--- config.mk ---
export PLATFORM = sky130hd
export DESIGN_NAME = mac_merged
export DESIGN_NICKNAME = d
export VERILOG_FILES = /design/src/rtl/mac_pkg.sv /design/src/rtl/mac_ctrl.sv /design/src/rtl/mac_booth_pp.sv /design/src/rtl/mac_csa_tree.sv /design/src/rtl/mac_csel_add.sv /design/src/rtl/mac_merged.sv
export SDC_FILE = /design/constraint.sdc
export NUM_CORES = 1
export LEC_CHECK = 0
export BUFFER_PORTS_ARGS = -buffer_cell sky130_fd_sc_hd__buf_2
export CAP_MARGIN = 10
export CORE_ASPECT_RATIO = 1.2
export CORE_MARGIN = 1
export CORE_UTILIZATION = 50
export DETAILED_ROUTE_END_ITERATION = 10
export GPL_ROUTABILITY_DRIVEN = 0
export MAX_ROUTING_LAYER = met4
export PLACE_DENSITY = 0.67
export SLEW_MARGIN = 20
export SYNTH_ARGS = -nofsm -noshare
export SYNTH_HDL_FRONTEND = slang
export SYNTH_SLANG_ARGS = --single-unit
--- constraint.sdc ---
create_clock -name clk -period 13.2 [get_ports clk]
set_input_delay 2.64 -clock clk [delete_from_list [all_inputs] [get_ports clk]]
set_output_delay 2.64 -clock clk [all_outputs]
set_load 0.01 [all_outputs]
--- src/rtl/mac_pkg.sv ---
package mac_pkg;

    typedef enum logic {
        ST_EMPTY = 1'b0,
        ST_ACCUM = 1'b1
    } acc_state_t;

endpackage

--- src/rtl/mac_ctrl.sv ---
module mac_ctrl
    import mac_pkg::*;
(
    input  logic clk,
    input  logic rst,
    input  logic in_valid,
    input  logic clr,
    output logic fb_en
);

    acc_state_t state_q, state_d;

    always_comb begin
        state_d = state_q;
        unique case (state_q)
            ST_EMPTY: if (in_valid) state_d = ST_ACCUM;
            ST_ACCUM: if (clr && !in_valid) state_d = ST_EMPTY;
            default:  state_d = ST_EMPTY;
        endcase
    end

    always_ff @(posedge clk) begin
        if (rst) state_q <= ST_EMPTY;
        else     state_q <= state_d;
    end

    always_comb begin
        fb_en = (state_q == ST_ACCUM) && !clr;
    end

endmodule

--- src/rtl/mac_booth_pp.sv ---
module mac_booth_pp #(
    parameter int N = 16
) (
    input  logic [N-1:0]   a,
    input  logic [N-1:0]   b,
    output logic [2*N-1:0] pp_rows [N/2],
    output logic [2*N-1:0] neg_row
);

    localparam int W    = 2 * N;
    localparam int ROWS = N / 2;

    logic [ROWS-1:0] neg_dig;

    for (genvar j = 0; j < ROWS; j++) begin : g_digit
        logic d_hi, d_mid, d_lo;
        logic sel_one, sel_two;
        logic [N:0] mag, inv;

        assign d_hi  = b[2*j+1];
        assign d_mid = b[2*j];
        if (j == 0) begin : g_first
            assign d_lo = 1'b0;
        end else begin : g_rest
            assign d_lo = b[2*j-1];
        end

        assign sel_one    = d_mid ^ d_lo;
        assign sel_two    = (d_hi & ~d_mid & ~d_lo) | (~d_hi & d_mid & d_lo);
        assign neg_dig[j] = d_hi & ~(d_mid & d_lo);

        always_comb begin
            if (sel_one)      mag = {a[N-1], a};
            else if (sel_two) mag = {a, 1'b0};
            else              mag = '0;
            inv = neg_dig[j] ? ~mag : mag;
        end

        assign pp_rows[j] = {{(W-N-1){inv[N]}}, inv} << (2*j);
    end

    always_comb begin
        neg_row = '0;
        for (int j = 0; j < ROWS; j++) begin
            neg_row[2*j] = neg_dig[j];
        end
    end

endmodule

--- src/rtl/mac_csa_tree.sv ---
module mac_csa_tree #(
    parameter int N = 16
) (
    input  logic [2*N-1:0] pp_rows [N/2],
    input  logic [2*N-1:0] neg_row,
    input  logic           fb_en,
    input  logic [N-1:0]   s_q,
    input  logic [N-1:0]   c_q,
    input  logic [N-1:0]   z_q,
    input  logic           k_q,
    output logic [N-1:0]   s_d,
    output logic [N-1:0]   c_d,
    output logic [N-1:0]   z_d,
    output logic           k_d
);

    localparam int W    = 2 * N;
    localparam int ROWS = N / 2;
    localparam int TOT  = ROWS + 3;

    logic [W-1:0] rows_in [TOT];
    logic [W-1:0] vec_sum, vec_car;
    logic [N:0]   low_res;

    always_comb begin
        for (int j = 0; j < ROWS; j++) rows_in[j] = pp_rows[j];
        rows_in[ROWS]   = neg_row | ({{(W-1){1'b0}}, fb_en & k_q} << N);
        rows_in[ROWS+1] = fb_en ? {s_q, z_q} : '0;
        rows_in[ROWS+2] = fb_en ? {c_q, {N{1'b0}}} : '0;
    end

    always_comb begin : reduce
        logic [W-1:0] cur [TOT];
        logic [W-1:0] nxt [TOT];
        int cnt, grp, rem;
        for (int r = 0; r < TOT; r++) cur[r] = rows_in[r];
        cnt = TOT;
        for (int lvl = 0; lvl < TOT; lvl++) begin
            if (cnt > 2) begin
                grp = cnt / 3;
                rem = cnt - 3 * grp;
                for (int r = 0; r < TOT; r++) nxt[r] = '0;
                for (int g = 0; g < TOT / 3; g++) begin
                    if (g < grp) begin
                        nxt[2*g]   = cur[3*g] ^ cur[3*g+1] ^ cur[3*g+2];
                        nxt[2*g+1] = ((cur[3*g] & cur[3*g+1]) |
                                      (cur[3*g] & cur[3*g+2]) |
                                      (cur[3*g+1] & cur[3*g+2])) << 1;
                    end
                end
                for (int r = 0; r < 2; r++) begin
                    if (r < rem) nxt[2*grp+r] = cur[3*grp+r];
                end
                for (int r = 0; r < TOT; r++) cur[r] = nxt[r];
                cnt = 2 * grp + rem;
            end
        end
        vec_sum = cur[0];
        vec_car = cur[1];
    end

    assign low_res = {1'b0, vec_sum[N-1:0]} + {1'b0, vec_car[N-1:0]};
    assign z_d = low_res[N-1:0];
    assign k_d = low_res[N];
    assign s_d = vec_sum[W-1:N];
    assign c_d = vec_car[W-1:N];

endmodule

--- src/rtl/mac_csel_add.sv ---
module mac_csel_add #(
    parameter int N   = 16,
    parameter int BLK = 4
) (
    input  logic [N-1:0] x,
    input  logic [N-1:0] y,
    input  logic         cin,
    output logic [N-1:0] sum
);

    localparam int NB = N / BLK;

    logic [NB:0] carry;
    assign carry[0] = cin;

    for (genvar i = 0; i < NB; i++) begin : g_blk
        logic [BLK:0] r0, r1;
        assign r0 = {1'b0, x[i*BLK +: BLK]} + {1'b0, y[i*BLK +: BLK]};
        assign r1 = {1'b0, x[i*BLK +: BLK]} + {1'b0, y[i*BLK +: BLK]} + {{BLK{1'b0}}, 1'b1};
        assign sum[i*BLK +: BLK] = carry[i] ? r1[BLK-1:0] : r0[BLK-1:0];
        assign carry[i+1]        = carry[i] ? r1[BLK] : r0[BLK];
    end

endmodule

--- src/rtl/mac_merged.sv ---
module mac_merged #(
    parameter int N   = 16,
    parameter int BLK = 4
) (
    input  logic           clk,
    input  logic           rst,
    input  logic           in_valid,
    input  logic           clr,
    input  logic [N-1:0]   a,
    input  logic [N-1:0]   b,
    output logic           out_valid,
    output logic [2*N-1:0] p
);

    localparam int W    = 2 * N;
    localparam int ROWS = N / 2;

    logic           fb_en;
    logic [W-1:0]   pp_rows [ROWS];
    logic [W-1:0]   neg_row;
    logic [N-1:0]   s_d, c_d, z_d;
    logic           k_d;
    logic [N-1:0]   s_q, c_q, z_q;
    logic           k_q;
    logic           v1_q;
    logic [N-1:0]   hi_sum;

    mac_ctrl u_ctrl (
        .clk      (clk),
        .rst      (rst),
        .in_valid (in_valid),
        .clr      (clr),
        .fb_en    (fb_en)
    );

    mac_booth_pp #(.N(N)) u_booth (
        .a       (a),
        .b       (b),
        .pp_rows (pp_rows),
        .neg_row (neg_row)
    );

    mac_csa_tree #(.N(N)) u_tree (
        .pp_rows (pp_rows),
        .neg_row (neg_row),
        .fb_en   (fb_en),
        .s_q     (s_q),
        .c_q     (c_q),
        .z_q     (z_q),
        .k_q     (k_q),
        .s_d     (s_d),
        .c_d     (c_d),
        .z_d     (z_d),
        .k_d     (k_d)
    );

    always_ff @(posedge clk) begin
        if (rst) v1_q <= 1'b0;
        else     v1_q <= in_valid;
    end

    always_ff @(posedge clk) begin
        if (!rst && in_valid) begin
            s_q <= s_d;
            c_q <= c_d;
            z_q <= z_d;
            k_q <= k_d;
        end
    end

    mac_csel_add #(.N(N), .BLK(BLK)) u_final (
        .x   (s_q),
        .y   (c_q),
        .cin (k_q),
        .sum (hi_sum)
    );

    always_ff @(posedge clk) begin
        if (rst) begin
            out_valid <= 1'b0;
        end else begin
            out_valid <= v1_q;
            if (v1_q) p <= {hi_sum, z_q};
        end
    end

endmodule

==> results of run 1 <==
[cell families after synthesis]
logic type	share of synthesized area
AO/OA/AOI/OAI	0.0368
XOR/XNOR	0.113
adder cells (fa/ha/maj)	0.361
buffers and inverters	0.0804
flip-flops	0.205
multiplexers	0.0953
AND/OR/NAND/NOR	0.109
[worst reg2reg max path, delay by kind of cell, from the launching register on]
| family | cells | cell delay, ns |
|---|---|---|
| AO/OA/AOI/OAI | 5 | 1.24 |
| adder cells (fa/ha/maj) | 3 | 1.16 |
| AND/OR/NAND/NOR | 4 | 0.85 |
| buffers and inverters | 2 | 0.46 |
| flip-flops | 1 | 0.30 |
[how the worst min path moves through the flow]
| stage | start | endpoint | depth (start not counted) |
|---|---|---|---|
| finish | z_q[14] | p[14] | 0 |
| global route | z_q[14] | p[14] | 0 |
| CTS | z_q[14] | p[14] | 0 |
| detailed placement | z_q[14] | p[14] | 0 |
| global placement | z_q[2] | p[2] | 0 |
| floorplan | z_q[0] | p[0] | 0 |
[metrics by stage]
stage | cells | worst slack, ns | util
after CTS | 1580 | 4.73 | 0.549
after global placement | 1564 | 4.47 | 0.537
after floorplan | 1224 | 5.13 | -
final | 1580 | 4.70 | 0.549
after global routing | 1580 | 4.38 | 0.549
after detailed placement | 1564 | 4.37 | 0.537
[placed cells by master, fill, tap and decap left out, types with 3 or more instances in the layout]
cell	n
nor2b_1	8
dfxtp_1	3
nand2_1	68
a21o_1	11
and3b_1	6
nor3b_1	5
nor2b_2	6
nor3_1	6
o21ai_0	19
xnor2_1	82
nand3_1	18
mux2_2	4
nand2b_1	23
and2_1	13
a21oi_1	20
fa_1	164
buf_2	68
mux2i_1	110
clkbuf_16	9
ha_1	89
nor4_1	3
edfxtp_1	81
nand4_1	4
xor2_1	73
inv_1	193
nor2_1	117
buf_4	17
[state kept, by name (all words and copies together), names as in the netlist]
name and flops:
c_q 16, k_q 1, z_q 16, u_ctrl.state_q 1
p 32, s_q 16, out_valid 1, v1_q 1
[final cells by class]
class / instances / area share
clock buffers: 9 / 0.0172
clock inverters: 7 / 0.00439
inverters: 196 / 0.0561
multi-input cells: 879 / 0.666
flip-flops and latches: 84 / 0.190
well taps: 320 / 0.0305
repair buffers: 85 / 0.0357
[layer usage]
metal / global-route usage / wire [microns] / vias to the layer above
met2: 0.327 / 11300 / 198
li1: - / - / 3916
met4: 0.0526 / 325 / 0
met1: 0.325 / 12400 / 3894
met3: 0.0161 / 1030 / 22
met5: - / 0 / -
==> metrics, run 1 <==
Area after DPL ~13000 sq um; post-synth top area cell fa_1; Yosys reg bits 84; IO Port Bufs between 60 and 70; clock skew between 0.008 and 0.009 ns; die area approximately 25000 sq um; Commonest cells post-synth inv_1, fa_1, nor2_1; Worst Setup End Kind flop; Final min period roughly 8.5 ns; vias 8030; std cell rows 62; Crit Path Class primary input to flop; Hold Vio Cnt, Final 0; Ys Warns 0; detailed placement HPWL between 20 and 25 mm; CP max stage cell ha_1; Die Wd roughly 140 microns; CTS Sinks 84; fin crit share 0.644; Seq/Total Area, Yosys 0.205; Achievable Freq between 0.1 and 0.15 GHz; max incr delay on CP 0.67 ns; n_diodes 0; core area 23900 sq um; Synth Flop Type edfxtp_1; vias in the first global route 8006; Avg WL per Cell between 15 and 20 microns; worst r2r path cells 14; relative slew slack 0.361; initial antenna violation count 0; total gr overflow 0; slew of the pin with the lowest slew margin approximately 0.96 ns; Reg-to-Reg End z_q[15]; Num CTS Buffers 9; Post-synth EDFFs between 80 and 90; count of final setup violators 0; critical path, cell by cell buf_2, ha_1, a211oi_1, buf_4, nor2_1, xnor2_1, fa_1, fa_1, fa_1, fa_1, inv_1, ha_1, ha_1, a21oi_1, o21ai_0, a311oi_1, o21ai_0, or4_1, nand3_1; status finished clean; H-tree depth 3; Unique masters post-synth 48; Total GRT Usage 0.220; Worst Setup Start Kind primary input; Post-CTS Hold Fix Bufs 0; max-cap violations 0; reg2reg start u_ctrl.state_q; Syn Nets roughly 1.5k; Cell Area, Synth about 12000 sq um; Critical Path AT between 8 and 9 ns; Crit. Startpoint b[1]; area grow syn2layout 7.67%; Pre-antenna DRT Iters 5; # fillers between 2k and 2.5k; CP bufs+invs 3; unrepaired setup endpoints after global routing no; share of layout cells above drive strength 1 0.0968; area of the multi-input gates about 8700 sq um; crit-path leading delay family adder cells; area share of the largest cell type after synthesis 0.270; Synth Instances 1224; asr flop ratio synth 0; Setup TNS 0 ns; cell area after layout ~13000 sq um; Starting Density 0.510; routed wire length 25.1 mm; Top Ports 69; Worst Hold Class flop to flop; Data required, critical path ~13 ns; worst setup path end z_q[15]; Final ANT Viol Nets 0; count leader, synth inv_1; largest net degree at the start of global routing 50; Post-CTS Resized 0; CTS Root Cell clkbuf_16; NumNets Final approximately 1.5k; Reg clk slew, reported paths 0.07 ns; register area 2490 sq um; Fin Hold WS ~0.44 ns; Worst-Skew Late Latency ~0.34 ns; CP Depth 19; Slew Limit Fails 0; Post-CTS Setup Inserts 0; Syn Area/Cell around 10 sq um; Max Buffers Root-to-Sink 2; Initial DRC Count between 500 and 600; r2r setup slk slightly above 9 ns; most used cell, CP fa_1; Via-to-Cell Ratio approximately 5.1; first-pass GRT wire length slightly above 40 mm; Die H between 150 and 200 microns; critical path peak fanout 35; CTS tree done; top cells by area, synth fa_1, edfxtp_1, ha_1; # DRC 0
Power of run 1 is left out: the tool's default activity adds up to more than one toggle a clock period on the data nets, which glitch-free logic cannot reach.
==> inputs of run 2 (changes only) <==
--- a/config.mk
+++ b/config.mk
@@ -5,6 +5,7 @@
 export SDC_FILE = /design/constraint.sdc
 export NUM_CORES = 1
 export LEC_CHECK = 0
+export ABC_AREA = 1
 export BUFFER_PORTS_ARGS = -buffer_cell sky130_fd_sc_hd__buf_2
 export CAP_MARGIN = 10
 export CORE_ASPECT_RATIO = 1.2
@@ -13,7 +14,7 @@
 export DETAILED_ROUTE_END_ITERATION = 10
 export GPL_ROUTABILITY_DRIVEN = 0
 export MAX_ROUTING_LAYER = met4
-export PLACE_DENSITY = 0.67
+export PLACE_DENSITY = 0.7
 export SLEW_MARGIN = 20
 export SYNTH_ARGS = -nofsm -noshare
 export SYNTH_HDL_FRONTEND = slang
==> constraint.sdc (replaced) <==
create_clock -name clk -period 7.7 [get_ports clk]
set_input_delay 1.54 -clock clk [delete_from_list [all_inputs] [get_ports clk]]
set_output_delay 1.54 -clock clk [all_outputs]
set_load 0.01 [all_outputs]
==> run 2 against run 1 <==
Area after synthesis down 2.5%. Sequential share of layout area rose by 0.43 points. Global-route usage is 3.0 points higher. Final cell count is 5.9% higher. Synthesized cell count increased by 6.9%. First-iteration DRC count is 25% higher. Critical path type unchanged. Critical endpoint is now z_q[13].
==> metrics, run 2 <==
status finished clean; Worst Hold Class flop to flop; Worst Setup Start Kind primary input; detailed placement HPWL about 22 mm; CP bufs+invs 4; Seq/Total Area, Yosys 0.210; CTS tree done; Worst-Skew Late Latency ~0.35 ns; Pre-antenna DRT Iters 5; Critical Path AT between 6 and 7 ns; Num CTS Buffers 9; simple-gate area share of the yosys netlist 0.0823; Die H roughly 170 microns; Core Util, Final 0.551; Top Ports 69; commonest non-fill, non-tap cells in the layout inv_1, o21ai_0, fa_1, xor2_1, nand2_1; share of layout cells above drive strength 1 0.0898; fin crit share 0.873; complex-gate fraction of the synthesized area 0.123; Worst Setup End Kind flop; pre-CTS setup slack around 0.67 ns; routed wire length approximately 28 mm; Total GRT Usage 0.249; Final ANT Viol Nets 0; source of the worst hold timing path v1_q; NumNets Final about 1.6k; max-cap violations 0; Via-to-Cell Ratio around 5.3; count leader, synth inv_1; Syn Nets between 1.5k and 2k; vias a little under 9k; Post-CTS Resized 0; Starting Density 0.510; # fillers ~2.1k; initial antenna violation count 0; relative slew slack 0.371; Yosys reg bits between 80 and 90; first-pass GRT wire length 45.3 mm; Synth Instances approximately 1.3k; Avg WL per Cell 16.5 microns; critical path, cell by cell buf_2, ha_1, nor2_2, clkinv_1, xor2_1, fa_1, fa_1, inv_1, fa_1, inv_1, fa_1, ha_1, ha_1, a21oi_1, o21ai_0, a21oi_1, nand2_1, nand3_1, nand2_1, xor2_1; Reg clk slew, reported paths about 0.060 ns; Syn Area/Cell about 9 sq um; count of final setup violators 0; std cell rows 61; n_diodes 0; clock skew around 0.0064 ns; H-tree depth 3; critical path peak fanout 31; Final min period 6.72 ns; Die Wd roughly 140 microns; Unique masters post-synth 37; Max Buffers Root-to-Sink 2; CP max stage cell clkinv_1; area grow syn2layout 7.94%; Data required, critical path 7.80 ns; max incr delay on CP between 0.5 and 0.6 ns; Post-Synth XOR/XNOR Area 0.113; die area 24400 sq um; worst setup margin roughly 0.98 ns; top cells by area, synth fa_1, edfxtp_1, xor2_1; asr flop ratio synth 0; Crit. Startpoint b[1]; commonest non-fill, non-tap cell in the layout inv_1; unrepaired setup endpoints after global routing no; register area ~2500 sq um; Setup TNS 0 ns; Post-synth EDFFs 81; area share of the largest cell type after synthesis 0.276; area of the multi-input gates 8220 sq um; Top reg by flops p; Slew Limit Fails 0; largest family of logic cells by synthesized area adder cells; reg2reg start u_ctrl.state_q; CTS Root Cell clkbuf_16; Synth Flop Type edfxtp_1; Initial DRC Count roughly 700; IO Port Bufs a little under 70; # DRC 0; Commonest cells post-synth inv_1, o21ai_0, fa_1; Crit Path Class primary input to flop; Post-CTS Setup Inserts 0; total gr overflow 0; multiplexer share of the synthesized area 0.00190; Post-CTS Hold Fix Bufs 0; Ys Warns 0; post-synth top area cell fa_1; Adder-Cell Fraction of Synth Area 0.370; max FFs per register 32; Cell Area, Synth approximately 12000 sq um; vias in the first global route 8833; core area approximately 23000 sq um; largest net degree at the start of global routing 50; Achievable Freq 0.149 GHz; most used cell, CP fa_1; crit-path leading delay family adder cells; CTS Sinks 84; slew of the pin with the lowest slew margin approximately 0.94 ns; Hold Vio Cnt, Final 0
==> run 2: cell count changes in the layout (fill, tap and decap cells not counted), sizes merged, moves of 23 or more <==
cell,change
o21ai,+218
mux2i,-110
nor2,-75
nand2,+66
inv,+61
xnor2,-59
xor2,+56
nand2b,-23
==> run 2: worst paths after layout <==
| check | to | slack (ns) | cells after the start |
|---|---|---|---|
| worst max-delay path | z_q[13] | 0.98 | 20 |
| worst min-delay path | out_valid | 0.45 | 2 |
| worst max register to register | s_q[0] | 3.43 | 12 |
| worst min register to register | out_valid | 0.45 | 2 |
==> run 2: cell families (layout without fill, tap and decap cells) <==
| family | Yosys count | count (layout) |
|---|---|---|
| XOR/XNOR | 153 | 153 |
| AO/OA/AOI/OAI | 283 | 283 |
| flip-flops | 84 | 84 |
| AND/OR/NAND/NOR | 222 | 222 |
| buffers and inverters | 312 | 361 |
| adder cells (fa/ha/maj) | 253 | 253 |
| multiplexers | 2 | 2 |
==> run 2: metal layers <==
layer	vias up	part of all wire	track usage	wire length (microns)
li1	4248	-	-	-
met1	4207	0.45	0.339	12500
met2	397	0.44	0.373	12000
met3	69	0.077	0.0437	2130
met4	0	0.032	0.0935	888
met5	-	0	-	0
==> run 2: worst reg2reg max path, delay by kind of cell, from the launching register on <==
family / cells / cell delay (ns)
adder cells (fa/ha/maj): 5 / 2.33
AND/OR/NAND/NOR: 2 / 0.41
flip-flops: 1 / 0.31
buffers and inverters: 5 / 0.97
==> run 2: cell type report <==
type                       instances  share of cell area
sequential                        84               0.194
clock buffer                      12              0.0184
timing repair buffer              82              0.0347
tap                              315              0.0307
multi-input combinational        913               0.641
inverter                         263              0.0770
clock inverter                     4             0.00390
==> run 2: per-stage QoR <==
stage | cells | instance area [sq um] | hold slack (ns)
2_1_floorplan | 1309 | 11900 | 0.410
3_3_place_gp | 1657 | 12500 | 0.432
3_5_place_dp | 1657 | 12500 | 0.435
4_1_cts | 1673 | 12800 | 0.449
5_1_grt | 1673 | 12800 | 0.457
6_report | 1673 | 12800 | 0.452
Power of run 2 is left out for the same reason.
